<file path="config.mk">
export PLATFORM = sky130hd
export DESIGN_NAME = common_scan
export DESIGN_NICKNAME = d
export VERILOG_FILES = /design/src/rtl/common_scan_pkg.sv /design/src/rtl/common_scan_edge.sv /design/src/rtl/common_scan_ports.sv /design/src/rtl/common_scan_chain.sv /design/src/rtl/common_scan_bias.sv /design/src/rtl/common_scan.sv
export SDC_FILE = /design/constraint.sdc
export NUM_CORES = 1
export LEC_CHECK = 0
export BUFFER_PORTS_ARGS = -buffer_cell sky130_fd_sc_hd__buf_2
export CAP_MARGIN = 20
export CORE_AREA = 2 2 131 133
export DETAILED_ROUTE_END_ITERATION = 12
export DIE_AREA = 0 0 133 135
export MAX_ROUTING_LAYER = met4
export PLACE_DENSITY = 0.59
export SLEW_MARGIN = 20
export SYNTH_ARGS = -nofsm -noshare
export SYNTH_HDL_FRONTEND = slang
export SYNTH_HIERARCHICAL = 1
export SYNTH_SLANG_ARGS = --single-unit
export TNS_END_PERCENT = 1
</file>
<file path="constraint.sdc">
create_clock -name clk -period 3.7 [get_ports clk]
set_input_delay 0.74 -clock clk [delete_from_list [all_inputs] [get_ports clk]]
set_output_delay 0.74 -clock clk [all_outputs]
set_load 0.02 [all_outputs]
</file>
<file path="src/rtl/common_scan_pkg.sv">
package common_scan_pkg;
   // Index of the enable bit inside one row's group of four
   typedef logic [1:0] bias_code_t;
   localparam bias_code_t BIAS_V1 = 2'd0;
   localparam bias_code_t BIAS_V5 = 2'd1;
   localparam bias_code_t BIAS_V4 = 2'd2;
   localparam bias_code_t BIAS_V0 = 2'd3;
   localparam int unsigned BIAS_LEVELS = 4;

   function automatic bias_code_t bias_pick(input logic pol, input logic act);
      bias_code_t c;
      unique case ({pol, act})
         2'b00:   c = BIAS_V1;
         2'b01:   c = BIAS_V5;
         2'b10:   c = BIAS_V4;
         default: c = BIAS_V0;
      endcase
      return c;
   endfunction
endpackage

</file>
<file path="src/rtl/common_scan_edge.sv">
module common_scan_edge #(
   parameter int unsigned CL_SYNC = 2
) (
   input  logic clk,
   input  logic rst_n,
   input  logic line_clk,
   input  logic edge_rise,
   output logic step
);
   logic cl_s;
   logic cl_q;

   generate
      if (CL_SYNC == 0) begin : g_direct
         assign cl_s = line_clk;
      end else begin : g_sync
         logic [CL_SYNC-1:0] sync_q;
         always_ff @(posedge clk) begin
            if (!rst_n) sync_q <= '0;
            else if (CL_SYNC == 1) sync_q <= line_clk;
            else sync_q <= {sync_q[CL_SYNC-2:0], line_clk};
         end
         assign cl_s = sync_q[CL_SYNC-1];
      end
   endgenerate

   always_ff @(posedge clk) begin
      if (!rst_n) cl_q <= 1'b0;
      else        cl_q <= cl_s;
   end

   always_comb begin
      if (edge_rise) step = cl_s & ~cl_q;
      else           step = ~cl_s & cl_q;
   end
endmodule

</file>
<file path="src/rtl/common_scan_ports.sv">
module common_scan_ports #(
   parameter int unsigned ROWS = 64
) (
   input  logic            is_master,
   input  logic            scan_up,
   input  logic            frame_start,
   input  logic            end_a_in,
   input  logic            end_b_in,
   input  logic [ROWS-1:0] rows,
   output logic            inject,
   output logic            end_a_out,
   output logic            end_a_oe,
   output logic            end_b_out,
   output logic            end_b_oe
);
   logic upstream_bit;

   always_comb begin
      upstream_bit = scan_up ? end_a_in : end_b_in;
      inject       = is_master ? frame_start : upstream_bit;
      end_a_oe     = is_master | ~scan_up;
      end_b_oe     = is_master | scan_up;
      end_a_out    = ~scan_up & rows[0];
      end_b_out    = scan_up & rows[ROWS-1];
   end
endmodule

</file>
<file path="src/rtl/common_scan_chain.sv">
module common_scan_chain #(
   parameter int unsigned ROWS = 64
) (
   input  logic            clk,
   input  logic            rst_n,
   input  logic            step,
   input  logic            scan_up,
   input  logic            inject,
   output logic [ROWS-1:0] rows
);
   logic [ROWS-1:0] nxt;

   generate
      for (genvar i = 0; i < ROWS; i++) begin : g_stage
         logic from_low;
         logic from_high;
         if (i == 0) begin : g_lo_end
            assign from_low = inject;
         end else begin : g_lo_mid
            assign from_low = rows[i-1];
         end
         if (i == ROWS-1) begin : g_hi_end
            assign from_high = inject;
         end else begin : g_hi_mid
            assign from_high = rows[i+1];
         end
         assign nxt[i] = scan_up ? from_low : from_high;
      end
   endgenerate

   always_ff @(posedge clk) begin
      if (!rst_n)    rows <= '0;
      else if (step) rows <= nxt;
   end
endmodule

</file>
<file path="src/rtl/common_scan_bias.sv">
module common_scan_bias
   import common_scan_pkg::*;
#(
   parameter int unsigned ROWS = 64
) (
   input  logic                        alt_m,
   input  logic [ROWS-1:0]             rows,
   output logic [BIAS_LEVELS*ROWS-1:0] bias_en
);
   generate
      for (genvar r = 0; r < ROWS; r++) begin : g_row
         bias_code_t code;
         assign code = bias_pick(alt_m, rows[r]);
         for (genvar k = 0; k < BIAS_LEVELS; k++) begin : g_lvl
            assign bias_en[BIAS_LEVELS*r + k] = (code == bias_code_t'(k));
         end
      end
   endgenerate
endmodule

</file>
<file path="src/rtl/common_scan.sv">
module common_scan
   import common_scan_pkg::*;
#(
   parameter int unsigned ROWS    = 64,
   parameter int unsigned CL_SYNC = 2
) (
   input  logic                        clk,
   input  logic                        rst_n,
   input  logic                        line_clk,
   input  logic                        edge_rise,
   input  logic                        is_master,
   input  logic                        scan_up,
   input  logic                        frame_start,
   input  logic                        alt_m,
   input  logic                        end_a_in,
   output logic                        end_a_out,
   output logic                        end_a_oe,
   input  logic                        end_b_in,
   output logic                        end_b_out,
   output logic                        end_b_oe,
   output logic [ROWS-1:0]             row_active,
   output logic [BIAS_LEVELS*ROWS-1:0] bias_en
);
   generate
      if (ROWS < 2) begin : g_bad_rows
         $error("common_scan: ROWS must be at least 2");
      end
      if (CL_SYNC > 4) begin : g_bad_sync
         $error("common_scan: CL_SYNC must not exceed 4");
      end
   endgenerate

   logic step;
   logic inject;

   common_scan_edge #(.CL_SYNC(CL_SYNC)) u_edge (
      .clk(clk), .rst_n(rst_n), .line_clk(line_clk),
      .edge_rise(edge_rise), .step(step)
   );

   common_scan_ports #(.ROWS(ROWS)) u_ports (
      .is_master(is_master), .scan_up(scan_up), .frame_start(frame_start),
      .end_a_in(end_a_in), .end_b_in(end_b_in), .rows(row_active),
      .inject(inject), .end_a_out(end_a_out), .end_a_oe(end_a_oe),
      .end_b_out(end_b_out), .end_b_oe(end_b_oe)
   );

   common_scan_chain #(.ROWS(ROWS)) u_chain (
      .clk(clk), .rst_n(rst_n), .step(step), .scan_up(scan_up),
      .inject(inject), .rows(row_active)
   );

   common_scan_bias #(.ROWS(ROWS)) u_bias (
      .alt_m(alt_m), .rows(row_active), .bias_en(bias_en)
   );
endmodule

</file>
==> results_dict.tcl <==
set metrics [dict create \
    status "finished clean" \
    cap_violations 0 \
    drtIter0Drc 237 \
    maxSlewViolCount 0 \
    use_met2 0.237 \
    synth_seq_cells 67 \
    setup_violations 0 \
    syn_nets 594 \
    num_rows 47 \
    worst_pin_slew_ns 1.00 \
    yosys.cell_count.top_type "nor2b_1" \
    clkTransAtPathRegs_ns 0.06 \
    yosys-top-cells-count "nor2b_1, dfxtp_1, and2_1, mux2i_1" \
    start_util 0.275 \
    dr.pass1.iters 4 \
    avgRoutedWirePerCell_um 12.8 \
    busiest_layer "met2" \
    peakVddDrop_v 0.000185 \
    cts.sinks 67 \
    yosysTopAreaCell "dfxtp_1" \
    synth_area_um2 4500 \
    fin_crit_ns 2.54 \
    timing.setup.tns_ns 0 \
    grt_pass1_vias 3829 \
    min_path_type "register to register" \
    yosys_warnings 6 \
    ctsHtreeMaxLevel 3 \
    grt_pass1_wl_um 21300 \
    dp_hpwl_um 9560 \
    fmax_ghz 0.393 \
    io_buffer_count 333 \
    grtUsageMet1 0.188 \
    dp.cells 1086 \
    yosysSeqAreaShare 0.298 \
    grt_overflow 0 \
    track_usage 0.148 \
    post-route-period-util 0.687 \
    relSlewSlack 0.331 \
    grt_max_degree 108 \
    multi_input_area_um2 2820 \
    dieHeight_um 135 \
    fillers 1690 \
    synthToLayoutAreaGrowth_pct 42.9 \
    holdBufCountCts 0 \
    power_density_nw_per_um2 343 \
    core-area_um2 16400 \
    die_area_um2 18000 \
    min-delay-start "u_edge/g_sync.sync_q[0]" \
    rsz0062_at_grt "false" \
    drc 0 \
    ys.flop_type "dfxtp_1" \
    synth_edf_count 0 \
    met3_usage 0.0394 \
    critPathLaunchType "primary input" \
    cts_tree "yes" \
    io_pins 334 \
    die_x_um 133 \
    netlist_top_cells_area "dfxtp_1, nor2b_1, mux2i_1, and2_1, a21oi_1" \
    final_layout_size_suffix_gt1_frac 0.405 \
    layout.cells.non_filler 1102 \
    via_per_inst 4.34 \
    drt_wl_total_um 14100 \
    regArea_um2 1340 \
    avgSynthCellArea_um2 7.71 \
    clockBufferDepth 2 \
    crit_required_ns 2.96 \
    critPathCaptureType "output pin" \
    worstSkewPairLatency_ns 0.33 \
    worst-setup-path-type "primary input to output pin" \
    crit_arrival_ns 1.80 \
    rr_startpoint "u_edge/g_sync.sync_q[1]" \
    final_antenna_net_count 0 \
    ctsRootBufferMaster "clkbuf_16" \
    hold_viol 0 \
    synthCells 584 \
    crit_path_start "alt_m" \
    numCtsBuffers 9 \
    gp_congestion 0.766 \
    vias 4780 \
    totalPowerFinal_mw 2.21 \
    synth.distinct_cells 20 \
    holdWs_ns 0.426 \
    nNetsFinal 887 \
    synth_top_area_frac 0.298 \
    antenna_cells 0 \
    ctsResizeCount 0 \
    p_leak_nw 3.50 \
    post_cts_buffers 0 \
    async_flop_share 0 \
    antenna_found_initial 0 \
    path_max_fanout 107 \
    clock_skew_ns 0.00497 \
]
==> worst max-delay path, stage by stage <==
cell and delay, ns:
buf_6 0.31, buf_12 0.35, nor2b_1 0.17, buf_2 0.17
==> stage by stage <==
stage                     utilization  cell area (um^2)  worst slack [ns]
after floorplan                     -              4500              1.50
after global placement          0.376              6170              1.18
after detailed placement        0.376              6170              1.17
after CTS                       0.392              6440              1.17
after global routing            0.392              6440              1.03
final                           0.392              6440              1.16
==> final timing paths <==
path,to,slack [ns],cells after the start
hold reg to reg,u_edge/g_sync.sync_q[1],0.43,1
setup / recovery,bias_en[18],1.16,4
hold / removal,u_edge/g_sync.sync_q[1],0.43,1
setup reg to reg,u_chain/rows[30],1.72,5
==> power breakdown <==
group | internal (mW) | switching [mW]
combinational | 0.220 | 0.402
clock | 0.449 | 0.306
sequential | 0.757 | 0.0732
total | 1.43 | 0.782
==> kinds of logic (layout without fill, tap and decap cells) <==
logic type	after synthesis	count (layout)	share of synthesized area
muxes	65	65	0.144
DFF	67	67	0.298
and+or+nand+nor	266	266	0.334
buffers and inverters	56	354	0.0778
AOI/OAI and AO/OA	130	130	0.146
==> registers in the layout, summed over array words and instances (netlist names) <==
| signal | cells |
|---|---|
| u_edge/g_sync.sync_q | 2 |
| u_edge/cl_q | 1 |
| u_chain/rows | 64 |
==> final cells by class <==
| cell class | instances | area share |
|---|---|---|
| clock inverter | 5 | 0.00466 |
| clock buffer | 11 | 0.0362 |
| multi-input combinational | 461 | 0.438 |
| sequential | 67 | 0.208 |
| timing repair buffer | 338 | 0.270 |
| tap | 220 | 0.0428 |
==> layout by cell type, fill, tap and decap left out <==
cell type / instances
a21oi_1: 64
and2_1: 66
and2_2: 2
and2b_2: 1
buf_12: 2
buf_2: 331
buf_4: 4
buf_6: 1
clkbuf_1: 2
clkbuf_16: 9
clkinv_2: 3
clkinvlp_4: 2
dfxtp_1: 67
mux2i_1: 65
nand2_1: 2
nand2b_1: 2
nor2_1: 64
nor2b_1: 128
o21ai_0: 64
o21ai_1: 1
o22ai_4: 1
or2_2: 1
==> routing by layer <==
metal  vias up  part of all wire
met2       198              0.47
li1       2496                 -
met5         -                 0
met1      2081              0.45
met3         5             0.070
met4         0            0.0070
No activity file was read; power rests on OpenSTA's default activity.
